[src/rtl/pgc_pkg.sv]
package pgc_pkg;
  localparam logic [2:0] FLT_NONE  = 3'd0;
  localparam logic [2:0] FLT_INVAL = 3'd1;
  localparam logic [2:0] FLT_OWNER = 3'd2;
  localparam logic [2:0] FLT_VADDR = 3'd3;
  localparam logic [2:0] FLT_PERM  = 3'd4;
  localparam logic [2:0] FLT_KIND  = 3'd5;

  typedef enum logic [1:0] {
    ACC_RD  = 2'b00,
    ACC_WR  = 2'b01,
    ACC_EX  = 2'b10,
    ACC_RSV = 2'b11
  } acc_e;

  localparam logic [1:0] KIND_REG = 2'b00;
  localparam logic [1:0] KIND_CTL = 2'b01;
  localparam logic [1:0] KIND_TRM = 2'b10;

  localparam int PERM_W = 3;
  localparam int KIND_W = 2;
endpackage

[src/rtl/pgc_rst_sync.sv]
module pgc_rst_sync (
  input  logic clk,
  input  logic arst_n,
  output logic srst_n
);
  logic [1:0] sync_q;
  logic [1:0] sync_d;

  always_comb begin
    sync_d = {sync_q[0], 1'b1};
  end

  always_ff @(posedge clk or negedge arst_n) begin
    if (!arst_n) sync_q <= 2'b00;
    else         sync_q <= sync_d;
  end

  assign srst_n = sync_q[1];
endmodule

[src/rtl/pgc_table.sv]
module pgc_table
  import pgc_pkg::*;
#(
  parameter int PPN_W = 8,
  parameter int VPN_W = 8,
  parameter int EID_W = 3,
  parameter int IDX_W = 4
) (
  input  logic                  clk,
  input  logic                  rst_n,
  input  logic                  wr_en,
  input  logic [PPN_W-1:0]      wr_ppn,
  input  logic                  wr_valid,
  input  logic [EID_W-1:0]      wr_owner,
  input  logic [VPN_W-1:0]      wr_vpn,
  input  logic [PERM_W-1:0]     wr_perm,
  input  logic [KIND_W-1:0]     wr_kind,
  input  logic [PPN_W-1:0]      rd_ppn,
  output logic                  rd_valid,
  output logic [PPN_W-IDX_W-1:0] rd_tag,
  output logic [EID_W-1:0]      rd_owner,
  output logic [VPN_W-1:0]      rd_vpn,
  output logic [PERM_W-1:0]     rd_perm,
  output logic [KIND_W-1:0]     rd_kind
);
  localparam int DEPTH = 1 << IDX_W;
  localparam int TAG_W = PPN_W - IDX_W;

  typedef struct packed {
    logic [TAG_W-1:0]  tag;
    logic [EID_W-1:0]  owner;
    logic [VPN_W-1:0]  vpn;
    logic [PERM_W-1:0] perm;
    logic [KIND_W-1:0] kind;
  } body_t;

  logic [IDX_W-1:0] wr_idx;
  logic [IDX_W-1:0] rd_idx;
  body_t            wr_body;
  logic [DEPTH-1:0] vld_vec;
  body_t            body_arr [DEPTH];

  assign wr_idx = wr_ppn[IDX_W-1:0];
  assign rd_idx = rd_ppn[IDX_W-1:0];

  always_comb begin
    wr_body.tag   = wr_ppn[PPN_W-1:IDX_W];
    wr_body.owner = wr_owner;
    wr_body.vpn   = wr_vpn;
    wr_body.perm  = wr_perm;
    wr_body.kind  = wr_kind;
  end

  for (genvar e = 0; e < DEPTH; e++) begin : g_slot
    logic  slot_we;
    logic  vld_q;
    logic  vld_d;
    body_t body_q;
    body_t body_d;

    always_comb begin
      slot_we = wr_en && (wr_idx == IDX_W'(e));
      vld_d   = slot_we ? wr_valid : vld_q;
      body_d  = slot_we ? wr_body  : body_q;
    end

    always_ff @(posedge clk or negedge rst_n) begin
      if (!rst_n) vld_q <= 1'b0;
      else        vld_q <= vld_d;
    end

    always_ff @(posedge clk) begin
      if (slot_we) body_q <= body_d;
    end

    assign vld_vec[e]  = vld_q;
    assign body_arr[e] = body_q;
  end

  body_t rd_body;

  always_comb begin
    rd_body  = body_arr[rd_idx];
    rd_valid = vld_vec[rd_idx];
    rd_tag   = rd_body.tag;
    rd_owner = rd_body.owner;
    rd_vpn   = rd_body.vpn;
    rd_perm  = rd_body.perm;
    rd_kind  = rd_body.kind;
  end
endmodule

[src/rtl/pgc_eval.sv]
module pgc_eval
  import pgc_pkg::*;
#(
  parameter int PPN_W      = 8,
  parameter int VPN_W      = 8,
  parameter int EID_W      = 3,
  parameter int IDX_W      = 4,
  parameter int PROT_BASE  = 64,
  parameter int PROT_PAGES = 32
) (
  input  logic [PPN_W-1:0]       req_ppn,
  input  logic [VPN_W-1:0]       req_vpn,
  input  logic [EID_W-1:0]       req_eid,
  input  logic                   req_in_encl,
  input  logic [1:0]             req_acc,
  input  logic                   ent_valid,
  input  logic [PPN_W-IDX_W-1:0] ent_tag,
  input  logic [EID_W-1:0]       ent_owner,
  input  logic [VPN_W-1:0]       ent_vpn,
  input  logic [PERM_W-1:0]      ent_perm,
  input  logic [KIND_W-1:0]      ent_kind,
  output logic                   grant,
  output logic [2:0]             fault
);
  localparam logic [PPN_W:0] WIN_LO = (PPN_W+1)'(PROT_BASE);
  localparam logic [PPN_W:0] WIN_HI = (PPN_W+1)'(PROT_BASE + PROT_PAGES);

  logic in_win;
  logic hit;
  logic own_ok;
  logic va_ok;
  logic perm_ok;
  logic kind_ok;

  always_comb begin
    in_win = ({1'b0, req_ppn} >= WIN_LO) && ({1'b0, req_ppn} < WIN_HI);
    hit    = ent_valid && (ent_tag == req_ppn[PPN_W-1:IDX_W]);
    own_ok = req_in_encl && (ent_owner == req_eid);
    va_ok  = (ent_vpn == req_vpn);
    case (acc_e'(req_acc))
      ACC_RD:  perm_ok = ent_perm[0];
      ACC_WR:  perm_ok = ent_perm[1];
      ACC_EX:  perm_ok = ent_perm[2];
      default: perm_ok = 1'b0;
    endcase
    kind_ok = (ent_kind == KIND_REG);
  end

  always_comb begin
    if (!in_win)       fault = FLT_NONE;
    else if (!hit)     fault = FLT_INVAL;
    else if (!own_ok)  fault = FLT_OWNER;
    else if (!va_ok)   fault = FLT_VADDR;
    else if (!perm_ok) fault = FLT_PERM;
    else if (!kind_ok) fault = FLT_KIND;
    else               fault = FLT_NONE;
    grant = (fault == FLT_NONE);
  end
endmodule

[src/rtl/pg_own_check.sv]
module pg_own_check
  import pgc_pkg::*;
#(
  parameter int PPN_W      = 8,
  parameter int VPN_W      = 8,
  parameter int EID_W      = 3,
  parameter int IDX_W      = 4,
  parameter int PROT_BASE  = 64,
  parameter int PROT_PAGES = 32
) (
  input  logic             clk,
  input  logic             rst_n,
  input  logic             req_valid,
  input  logic [PPN_W-1:0] req_ppn,
  input  logic [VPN_W-1:0] req_vpn,
  input  logic [EID_W-1:0] req_eid,
  input  logic             req_in_encl,
  input  logic [1:0]       req_priv,
  input  logic [1:0]       req_acc,
  input  logic             upd_en,
  input  logic [PPN_W-1:0] upd_ppn,
  input  logic             upd_valid,
  input  logic [EID_W-1:0] upd_owner,
  input  logic [VPN_W-1:0] upd_vpn,
  input  logic [2:0]       upd_perm,
  input  logic [1:0]       upd_ptype,
  output logic             rsp_valid,
  output logic             rsp_grant,
  output logic [2:0]       rsp_fault
);
  localparam int TAG_W = PPN_W - IDX_W;

  logic             srst_n;
  logic             ent_valid;
  logic [TAG_W-1:0] ent_tag;
  logic [EID_W-1:0] ent_owner;
  logic [VPN_W-1:0] ent_vpn;
  logic [2:0]       ent_perm;
  logic [1:0]       ent_kind;
  logic             ev_grant;
  logic [2:0]       ev_fault;
  logic             priv_unused;

  // privilege level is carried for completeness but never weighs in the decision
  assign priv_unused = ^req_priv;

  pgc_rst_sync u_rst (
    .clk    (clk),
    .arst_n (rst_n),
    .srst_n (srst_n)
  );

  pgc_table #(
    .PPN_W (PPN_W),
    .VPN_W (VPN_W),
    .EID_W (EID_W),
    .IDX_W (IDX_W)
  ) u_tab (
    .clk      (clk),
    .rst_n    (srst_n),
    .wr_en    (upd_en),
    .wr_ppn   (upd_ppn),
    .wr_valid (upd_valid),
    .wr_owner (upd_owner),
    .wr_vpn   (upd_vpn),
    .wr_perm  (upd_perm),
    .wr_kind  (upd_ptype),
    .rd_ppn   (req_ppn),
    .rd_valid (ent_valid),
    .rd_tag   (ent_tag),
    .rd_owner (ent_owner),
    .rd_vpn   (ent_vpn),
    .rd_perm  (ent_perm),
    .rd_kind  (ent_kind)
  );

  pgc_eval #(
    .PPN_W      (PPN_W),
    .VPN_W      (VPN_W),
    .EID_W      (EID_W),
    .IDX_W      (IDX_W),
    .PROT_BASE  (PROT_BASE),
    .PROT_PAGES (PROT_PAGES)
  ) u_eval (
    .req_ppn     (req_ppn),
    .req_vpn     (req_vpn),
    .req_eid     (req_eid),
    .req_in_encl (req_in_encl),
    .req_acc     (req_acc),
    .ent_valid   (ent_valid),
    .ent_tag     (ent_tag),
    .ent_owner   (ent_owner),
    .ent_vpn     (ent_vpn),
    .ent_perm    (ent_perm),
    .ent_kind    (ent_kind),
    .grant       (ev_grant),
    .fault       (ev_fault)
  );

  logic       vld_q, vld_d;
  logic       grant_q, grant_d;
  logic [2:0] fault_q, fault_d;

  always_comb begin
    vld_d   = req_valid;
    grant_d = req_valid ? ev_grant : grant_q;
    fault_d = req_valid ? ev_fault : fault_q;
  end

  always_ff @(posedge clk or negedge srst_n) begin
    if (!srst_n) begin
      vld_q   <= 1'b0;
      grant_q <= 1'b0;
      fault_q <= FLT_NONE;
    end else begin
      vld_q <= vld_d;
      if (req_valid) begin
        grant_q <= grant_d;
        fault_q <= fault_d;
      end
    end
  end

  assign rsp_valid = vld_q;
  assign rsp_grant = grant_q;
  assign rsp_fault = fault_q;
endmodule

[config.mk]
export PLATFORM = sky130hd
export DESIGN_NAME = pg_own_check
export DESIGN_NICKNAME = d
export VERILOG_FILES = /design/src/rtl/pgc_pkg.sv /design/src/rtl/pgc_rst_sync.sv /design/src/rtl/pgc_table.sv /design/src/rtl/pgc_eval.sv /design/src/rtl/pg_own_check.sv
export SDC_FILE = /design/constraint.sdc
export NUM_CORES = 1
export LEC_CHECK = 0
export BUFFER_PORTS_ARGS = -buffer_cell sky130_fd_sc_hd__buf_2
export CELL_PAD_IN_SITES_DETAIL_PLACEMENT = 0
export CELL_PAD_IN_SITES_GLOBAL_PLACEMENT = 1
export CORE_ASPECT_RATIO = 1.5
export CORE_MARGIN = 2
export CORE_UTILIZATION = 30
export DETAILED_ROUTE_END_ITERATION = 10
export PLACE_DENSITY_LB_ADDON = 0.1
export SYNTH_ARGS = -nofsm -noshare
export SYNTH_HDL_FRONTEND = slang
export SYNTH_HIERARCHICAL = 1
export SYNTH_SLANG_ARGS = --single-unit
[constraint.sdc]
create_clock -name clk -period 0.8 [get_ports clk]
set_input_delay 0.04 -clock clk [delete_from_list [all_inputs] [get_ports clk]]
set_output_delay 0.04 -clock clk [all_outputs]
set_load 0.03 [all_outputs]
==> results.cfg, run 1 <==
[die]
ios = 58
fp.dieW_um = 177
dieHeight_um = 264
rows = 95
initial_core_util_pct = 30.2
core_um2 = 44600
dieArea_um2 = 46700

[finish]
diodes = 0
drive_gt1_share_pct = 43.6
fillers = 3962
mostFrequentLayoutCells = edfxtp_1 (320), buf_4 (70), buf_12 (60)
mostFrequentLayoutCell = edfxtp_1
final_nets = 919
syn_to_final_growth_pct = 35.0

[setup_path]
crit_type = flip-flop to flip-flop
r2r-end = rsp_grant
endpoint_kind = flip-flop
reg2regPathDepth = 11
crit_arrival_ns = 2.96
critPathRequiredTime_ns = 1.27
r2r-start = u_tab/body_arr[111]
path_delay_family = multiplexers
start_kind = flip-flop
reg2reg_slack_ns = -1.68
cp_cell_sequence = mux4_2, a22oi_2, nand2_2, xnor2_2, buf_4, nand4_1, buf_4, nor3b_4, buf_4, a31o_1, mux2_2
slowest_stage = mux4_2
critPathBufInv = 3
max_stage_delay_ns = 0.50
crit_path_max_fanout = 3
crit_top_cell = buf_4

[clock_tree]
cts_num_sinks = 343
clk_pin_slew_ns = 0.06
cts_buffers = 35
cts_max_level = 2
cts_root_buf = clkbuf_16
cts_tree = yes
clockBufferDepth = 3
worstSkewPairLatency_ns = 0.53

[synthesis]
synth_top_family_by_area = multiplexers
synth-xor-area-share_pct = 0.974
netlist_area_um2 = 13500
synth_cell_types = 37
synth_adder_area_share_pct = 0
syn_nets = 653
syn_area_per_cell_um2 = 22.5
syn_inst = 600
synth.yosys.warnings = 6
synthSimpleGateAreaFrac_pct = 2.52
synth_seq_cells = 343
synth-compound-area-share_pct = 2.54
synth_seq_area_share_pct = 75.5
synthMuxAreaShare_pct = 16.8

[timing]
finalSetupTns_ns = -18.26
setup_violations = 192
hold_viol = 0
slew_headroom_pct = 50.7
skew_ns = 0.0246
rsz0062_at_grt = yes
worst_slack_ns = -1.68
min_period_ns = 2.48
fin_crit_sh_pct = 310
slew_viol_final = 0
worst_pin_slew_ns = 0.735
fmax_mhz = 403
hold_slack_ns = 0.0563

[outcome]
status = finished with violations
violations = negative setup slack

[min_path]
holdPathStages = 2
worstHoldStart = upd_valid
min_to = u_tab/g_slot[7].vld_q
min_path_type = input port to flip-flop

[global_routing]
grt_pass1_wl_mm = 53.1
grt_max_degree = 26
track_usage_pct = 15.9
grt_overflow = 0
grt_pass1_vias = 7800
antenna_found_initial = 0

[pwr]
p_int_mw = 31.0
vdd_drop_max_mv = 1.59
netSwitchingPower_mw = 8.56
switching_share_pct = 21.7
pwr-share-comb_pct = 8.4
finalPower_mw = 39.5
p_per_area_nw_per_um2 = 2170
pwr-share-seq_pct = 51.5
p_clk_share_pct = 40.2
power.leakage_nw = 6.36

[placed_design]
dp_hpwl_mm = 24.0
io_buffer_count = 55
gp_congestion = 0.769
post-place-ws_ns = -2.00

[job]
cap_violations = 0

[drt]
viasPerCell = 4.76
remaining_drc_errors = 0
totalWireLength_mm = 36.4
antenna_left = 0
route.vias.total = 7006
dr.pass1.iters = 4
avgRoutedWirePerCell_um = 24.7
drt_iter0_drc = 477
## area by class of cell
cell class	instances	area (um2)	share of cell area, %
clock buffers	41	898	4.94
clock inverters	20	198	1.09
multi-input cells	230	3330	18.3
flip-flops and latches	343	10200	56.0
well taps	582	728	4.00
repair buffers	256	2860	15.7
## registers in the layout (all words and copies together) (netlist names)
name                count
rsp_grant               1
u_rst/sync_q            2
rsp_fault               3
rsp_valid               1
u_tab/body_arr        320
u_tab/g_slot.vld_q     16
## cells by family after synthesis
logic type	count (synthesis)
buffers and inverters	27
multiplexers	105
AND/OR/NAND/NOR	63
AO/OA/AOI/OAI	46
flip-flops	343
XOR/XNOR	15
other	1
## how the worst max path moves through the flow
stage	end	startpoint	slack [ns]	depth (start not counted)
finish	rsp_grant	u_tab/body_arr[111]	-1.68	11
global route	rsp_grant	u_tab/body_arr[111]	-1.83	11
CTS	rsp_grant	u_tab/body_arr[111]	-1.84	11
detailed placement	rsp_fault[1]	req_ppn[0]	-2.00	12
global placement	rsp_fault[0]	req_ppn[0]	-1.92	12
floorplan	rsp_fault[0]	req_ppn[0]	-1.24	10
## metal layers
metal	vias up	part of all wire [%]	track usage [%]
met2	113	53	28.4
met3	46	3.3	2.40
met5	-	0	0
met4	0	1.8	4.40
li1	3097	-	-
met1	3750	41	19.9
## power by group through the flow
stage / logic (mW) / registers [mW] / clock network [mW]
floorplan: 1.57 / 20.7 / 0
detailed placement: 3.05 / 20.7 / 0
global route: 3.55 / 20.4 / 17.0
global placement: 3.01 / 20.7 / 0
CTS: 3.33 / 20.4 / 16.3
finish: 3.30 / 20.3 / 15.9
## Yosys cell counts, drive strengths merged
library cell	count	area [um2]
nor3	5	30.0
buf	17	176
nand3b	3	22.5
conb	1	3.75
edfxtp	320	9610
o21ai	1	5.00
dfrtp	23	576
nor3b	2	20.0
and2	1	6.26
nand2b	2	12.5
and2b	1	7.51
o22ai	1	6.26
nor2	14	52.6
mux4	84	2030
or2	1	6.26
clkbuf	10	37.5
nand3	1	5.00
xnor2	13	114
mux2i	1	10.0
nor4b	1	23.8
xor2	2	17.5
a31o	1	8.76
or3b	2	17.5
a22oi	42	315
nand2	23	86.3
nand4	3	18.8
a211oi	1	7.51
nor2b	2	12.5
and4	2	17.5
mux2	20	225
## metrics by stage
step / instances / util (%) / cell area, um2
after floorplan: 600 / - / 13700
after global placement: 1343 / 36.3 / 16200
after detailed placement: 1343 / 36.3 / 16200
after CTS: 1456 / 40.4 / 18000
after global routing: 1472 / 40.8 / 18200
final: 1472 / 40.8 / 18200
## what timing repair did
item / in CTS / in global routing
setup buffers: 28 / 21
hold buffers: 23 / 0
resized for setup: 59 / 32
endpoints found under the hold margin: 327 / 0
cloned: 2 / 0
pin swaps: 12 / 13
setup endpoints to repair: 105 / 201
No activity file was read; power rests on OpenSTA's default activity.
==> inputs of run 2 (changes only) <==
--- a/config.mk
+++ b/config.mk
@@ -5,12 +5,13 @@
 export SDC_FILE = /design/constraint.sdc
 export NUM_CORES = 1
 export LEC_CHECK = 0
+export ABC_AREA = 1
 export BUFFER_PORTS_ARGS = -buffer_cell sky130_fd_sc_hd__buf_2
 export CELL_PAD_IN_SITES_DETAIL_PLACEMENT = 0
 export CELL_PAD_IN_SITES_GLOBAL_PLACEMENT = 1
 export CORE_ASPECT_RATIO = 1.5
 export CORE_MARGIN = 2
-export CORE_UTILIZATION = 30
+export CORE_UTILIZATION = 40
 export DETAILED_ROUTE_END_ITERATION = 10
 export PLACE_DENSITY_LB_ADDON = 0.1
 export SYNTH_ARGS = -nofsm -noshare
==> run 2 against run 1 <==
Compared with the run above: setup slack better by 0.67 ns; sequential cell count unchanged; count of clock-buffer cells in the layout down 1; first-iteration DRC count up 70%; the run ends with negative hold slack, negative setup slack left; clock skew down 0.010 ns; die area down 15%; sequential share of layout area down 2.2 points; fmax up 37%; clock power about the same; register-to-register slack better by 0.67 ns.
==> results.cfg, run 2 <==
[die]
ios = 58
dieArea_um2 = 39600
rows = 87
dieHeight_um = 243
core_um2 = 37600
initial_core_util_pct = 40.5
fp.dieW_um = 163

[setup_path]
crit_end = rsp_grant
crit_path_max_fanout = 2
r2r-start = u_tab/body_arr[148]
start_kind = flip-flop
endpoint_kind = flip-flop
reg2reg_slack_ns = -1.02
crit_arrival_ns = 2.28
reg2regPathDepth = 15
critPathRequiredTime_ns = 1.26
r2r-end = rsp_grant
timing.critical_path.from = u_tab/body_arr[148]
crit_type = flip-flop to flip-flop

[pwr]
netSwitchingPower_mw = 9.26
p_clk_share_pct = 40.0
vdd_drop_max_mv = 1.72
pwr-share-seq_pct = 50.3
switching_share_pct = 22.9
power.leakage_nw = 8.22
finalPower_mw = 40.4
p_per_area_nw_per_um2 = 2130
p_int_mw = 31.1
pwr-share-comb_pct = 9.7

[synthesis]
synth_commonest_cells = nand2_1 (497), edfxtp_1 (320), inv_1 (282), nand3_1 (269), buf_2 (33)
netlist_area_um2 = 15200
synth-async-reset-ratio_pct = 6.71
synth_top_flop_cell = edfxtp_1
yosysMostFrequentCell = nand2_1
syn_nets = 1572
synth_seq_area_share_pct = 67.0
synth_edf_count = 320
yosysTopAreaCell = edfxtp_1
synth_cell_types = 27
synth_seq_cells = 343
synth.yosys.warnings = 6
synth_area_leaders = edfxtp_1 (63%), nand2_1 (12%), nand3_1 (8.9%)
syn_area_per_cell_um2 = 10.0
syn_inst = 1519
synth_top_area_share_pct = 63.2

[timing]
fin_crit_sh_pct = 227
hold_slack_ns = -0.291
slew_viol_final = 0
worst_slack_ns = -1.02
min_period_ns = 1.82
fmax_mhz = 550
skew_ns = 0.0144
rsz0062_at_grt = yes
setup_violations = 9
hold_viol = 5

[job]
cap_violations = 0

[finish]
fin_area_um2 = 19000
final_nets = 1741
drive_gt1_share_pct = 16.5
mostFrequentLayoutCells = nand2_1 (484), edfxtp_1 (320), inv_1 (273)
syn_to_final_growth_pct = 24.7
diodes = 0
largest_reg_flops = 320
mostFrequentLayoutCell = nand2_1

[drt]
antenna_left = 0
route.vias.total = 10557
totalWireLength_mm = 40.3
avgRoutedWirePerCell_um = 18.3
drt_iter0_drc = 813
viasPerCell = 4.80
dr.pass1.iters = 5
remaining_drc_errors = 0

[clock_tree]
cts_buffers = 36
cts_tree = yes
cts_num_sinks = 343
cts_root_buf = clkbuf_16
cts_max_level = 2
clk_pin_slew_ns = 0.06
hold_buffers = 23
worstSkewPairLatency_ns = 0.52
clockBufferDepth = 3

[placed_design]
gp_congestion = 0.794
place_area_um2 = 17500
dp_hpwl_mm = 25.6
post-place-ws_ns = -1.33
io_buffer_count = 55

[outcome]
violations = negative hold slack, negative setup slack
status = finished with violations

[global_routing]
grt_pass1_vias = 10580
grt_max_degree = 38
grt_pass1_wl_mm = 62.7
antenna_found_initial = 0
track_usage_pct = 21.1
grt_overflow = 0

[min_path]
min_path_type = input port to flip-flop
[run 2: cell count changes after synthesis, sizes merged, moves of 3 or more]
| cell | before | now |
|---|---|---|
| nand3 | 1 | 270 |
| nand4 | 3 | 0 |
| o21ai | 1 | 18 |
| inv | 0 | 287 |
| nor2 | 14 | 21 |
| a22oi | 42 | 0 |
| mux4 | 84 | 0 |
| xnor2 | 13 | 7 |
| mux2 | 20 | 0 |
| buf | 17 | 56 |
| nor3 | 5 | 0 |
| nand2 | 23 | 497 |
| clkbuf | 10 | 13 |
[run 2: kinds of logic (layout without fill, tap and decap cells)]
family | Yosys count | in the layout | synth area share [%]
buffers and inverters | 357 | 549 | 9.92
and+or+nand+nor | 790 | 790 | 21.9
DFF | 343 | 343 | 67.0
xor gates and xnor gates | 7 | 7 | 0.403
AOI/OAI and AO/OA | 21 | 21 | 0.733
other | 1 | 1 | 0.0247
[run 2: worst max-delay path, cell delays in order, from the launching register on]
cell and delay (ns):
edfxtp_1 0.37, inv_1 0.06, nand2_1 0.04, nand3_1 0.09, nand3_1 0.08, nand3_1 0.09
nand2_2 0.07, xnor2_2 0.23, nand2_2 0.10, nor2_4 0.18, nand3_1 0.09, nand2_1 0.09
nand2_1 0.06, a21oi_2 0.10, nand2_1 0.05, nand2_1 0.05
[run 2: area by class of cell]
type / count / area (um2)
tap: 489 / 612
sequential: 343 / 10200
timing repair buffer: 200 / 2150
inverter: 288 / 1130
clock buffer: 40 / 937
multi-input combinational: 819 / 3760
fill: 3492 / 18600
clock inverter: 21 / 176
[run 2: repair_timing]
item,in CTS,in global routing
hold endpoints to repair,343,5
setup endpoints to repair,9,11
pin swaps,15,16
buffers inserted,2,1
gates resized for setup,17,13
[run 2: worst min path at each step]
stage	to	cells past startpoint	start
global route	rsp_valid	1	req_valid
global placement	u_rst/sync_q[1]	1	rst_n
CTS	rsp_valid	1	req_valid
finish	rsp_valid	1	req_valid
floorplan	u_rst/sync_q[0]	0	rst_n
detailed placement	u_rst/sync_q[0]	1	rst_n
[run 2: per-stage QoR]
| step | hold slack [ns] | cells | setup TNS [ns] | util (%) |
|---|---|---|---|---|
| 2_1_floorplan | -0.256 | 1519 | -101.75 | - |
| 3_3_place_gp | -0.175 | 2114 | -130.14 | 46.6 |
| 3_5_place_dp | -0.173 | 2114 | -133.48 | 46.6 |
| 4_1_cts | -0.316 | 2200 | -5.40 | 50.4 |
| 5_1_grt | -0.308 | 2200 | -6.32 | 50.5 |
| 6_report | -0.291 | 2200 | -5.35 | 50.5 |
[run 2: metal layers]
metal	GRT usage (%)	part of all wire, %
met1	28.0	44
met2	35.8	50
met3	2.56	3.5
met4	6.72	2.8
met5	0	0
[run 2: power groups by stage]
stage	logic, mW	registers, mW	clock network, mW
after floorplan	1.97	20.7	0
after global placement	3.78	20.7	0
after detailed placement	3.80	20.7	0
after CTS	3.96	20.3	16.6
after global routing	4.38	20.3	17.2
final	3.92	20.3	16.2
==> inputs of run 3 (changes only) <==
--- a/config.mk
+++ b/config.mk
@@ -10,7 +10,7 @@
 export CELL_PAD_IN_SITES_DETAIL_PLACEMENT = 0
 export CELL_PAD_IN_SITES_GLOBAL_PLACEMENT = 1
 export CORE_ASPECT_RATIO = 1.5
-export CORE_MARGIN = 2
+export CORE_MARGIN = 4
 export CORE_UTILIZATION = 40
 export DETAILED_ROUTE_END_ITERATION = 10
 export PLACE_DENSITY_LB_ADDON = 0.1
==> constraint.sdc (replaced) <==
create_clock -name clk -period 0.8 [get_ports clk]
set_input_delay 0.04 -clock clk [delete_from_list [all_inputs] [get_ports clk]]
set_output_delay 0.04 -clock clk [all_outputs]
set_load 0.02 [all_outputs]
==> run 3 against run 2 <==
Compared with the run above: the run still ends with negative hold slack, negative setup slack left; clock power decreased by 5%; sequential cell count unchanged; wire length increased by 2.7%; global-route usage decreased by 0.95 points; non-clock buffer count increased by 4; via count increased by 0.42%; largest power group unchanged; design area increased by 0.81%; die area increased by 4.1%.
==> results.cfg, run 3 (synthesis results as in run 2) <==
[die]
dieHeight_um = 247
initial_core_util_pct = 40.5
fp.dieW_um = 167
ios = 58
rows = 87
core_um2 = 37600
dieArea_um2 = 41200

[finish]
syn_to_final_growth_pct = 25.7
final_nets = 1745
mostFrequentLayoutCell = nand2_1
mostFrequentLayoutCells = nand2_1 (477), edfxtp_1 (320), inv_1 (271)
drive_gt1_share_pct = 18.4
largest_reg_flops = 320
instances_no_fill = 2205
diodes = 0
fillers = 3489
fin_util_pct = 50.9

[drt]
totalWireLength_mm = 41.3
viasPerCell = 4.81
avgRoutedWirePerCell_um = 18.8
remaining_drc_errors = 0
drt_iter0_drc = 676
route.vias.total = 10601
dr.pass1.iters = 4
antenna_left = 0

[pwr]
power.leakage_nw = 8.28
finalPower_mw = 39.7
vdd_drop_max_mv = 1.84
p_per_area_nw_per_um2 = 2080

[timing]
fmax_mhz = 549
hold_viol = 5
min_period_ns = 1.82
skew_ns = 0.0112
setup_violations = 9
worst_slack_ns = -1.02
hold_slack_ns = -0.292
slew_viol_final = 0
finalSetupTns_ns = -5.43
fin_crit_sh_pct = 228
rsz0062_at_grt = yes

[global_routing]
use_met2_pct = 35.6
top_usage_layer = met2
track_usage_pct = 20.1
antenna_found_initial = 0
grt_pass1_vias = 10444
use_met3_pct = 2.54
use_met1_pct = 26.3
grt_overflow = 0
grt_max_degree = 34
grt_pass1_wl_mm = 63.1

[placed_design]
dpl.cell_count = 2117
io_buffer_count = 55
dp_hpwl_mm = 26.2
gp_congestion = 0.796

[min_path]
min_path_type = input port to flip-flop
min_to = rsp_valid
holdPathStages = 1
worstHoldStart = req_valid

[clock_tree]
cts_num_sinks = 343
cts_root_buf = clkbuf_16
clockBufferDepth = 3
worstSkewPairLatency_ns = 0.52
cts_tree = yes
cts_buffers = 36
cts_max_level = 2
clk_pin_slew_ns = 0.06
hold_buffers = 23

[setup_path]
path_depth = 15
crit_arrival_ns = 2.29
max_stage_delay_ns = 0.37
reg2regPathDepth = 15
endpoint_kind = flip-flop
start_kind = flip-flop
slowest_stage = edfxtp_1
critPathBufInv = 1
path_delay_family = simple AND/OR/NAND/NOR gates
r2r-start = u_tab/body_arr[165]
crit_type = flip-flop to flip-flop
reg2reg_slack_ns = -1.02
crit_path_max_fanout = 2
critPathRequiredTime_ns = 1.27
cp_cell_sequence = inv_1, nand2_1, nand3_1, nand3_1, nand3_2, nand2_2, xnor2_2, nand2_2, nor2_4, nand3_4, nand2_4, nand2_2, a21oi_2, nand2_1, nand2_1
r2r-end = rsp_grant

[outcome]
status = finished with violations
violations = negative hold slack, negative setup slack

[job]
cap_violations = 0
## run 3: cell count changes in the layout (fill, tap and decap cells not counted), moves of 5 or more
| cell | change |
|---|---|
| nand3_2 | +21 |
| nand2_1 | -7 |
| nand3_1 | -22 |
| clkbuf_1 | +6 |
| nand2_2 | +5 |
## run 3: stage by stage
step | instance area (um2) | setup slack, ns
after floorplan | 15400 | -0.776
after global placement | 17500 | -1.28
after detailed placement | 17500 | -1.30
after CTS | 18900 | -0.986
after global routing | 19100 | -1.14
final | 19100 | -1.02
## run 3: area by class of cell
class / instances / area, um2 / share of cell area [%]
Sequential cell: 343 / 10200 / 53.3
Multi-Input combinational cell: 819 / 3930 / 20.5
Tap cell: 489 / 612 / 3.20
Clock inverter: 14 / 68.8 / 0.360
Timing Repair Buffer: 204 / 2180 / 11.4
Inverter: 288 / 1130 / 5.94
Clock buffer: 48 / 998 / 5.23
## run 3: how the worst max path moves through the flow
stage / startpoint / end / slack (ns)
6_report: u_tab/body_arr[165] / rsp_grant / -1.02
3_3_place_gp: req_ppn[0] / rsp_fault[0] / -1.28
5_1_grt: u_tab/body_arr[165] / rsp_grant / -1.14
4_1_cts: u_tab/body_arr[6] / rsp_grant / -0.99
3_5_place_dp: req_ppn[0] / rsp_fault[0] / -1.30
2_1_floorplan: req_ppn[0] / rsp_grant / -0.78
## run 3: per-layer routing
metal	wire length [um]	up-vias
met5	0	-
met2	21100	161
li1	-	5211
met1	18100	5178
met4	907	0
met3	1270	51
## run 3: power breakdown
| group | leakage, nW | switching, mW | internal (mW) |
|---|---|---|---|
| Combinational | 4.59 | 2.40 | 1.61 |
| Clock | 0.520 | 6.71 | 8.74 |
| Sequential | 3.17 | 0.136 | 20.2 |
## run 3: repair_timing
| item | 4_1_cts | 5_1_grt |
|---|---|---|
| resized for setup | 22 | 41 |
| hold endpoints to repair | 343 | 5 |
| endpoints found under the setup margin | 9 | 9 |
| pin swaps | 22 | 35 |
| gates cloned | 0 | 0 |
| setup buffers | 3 | 0 |
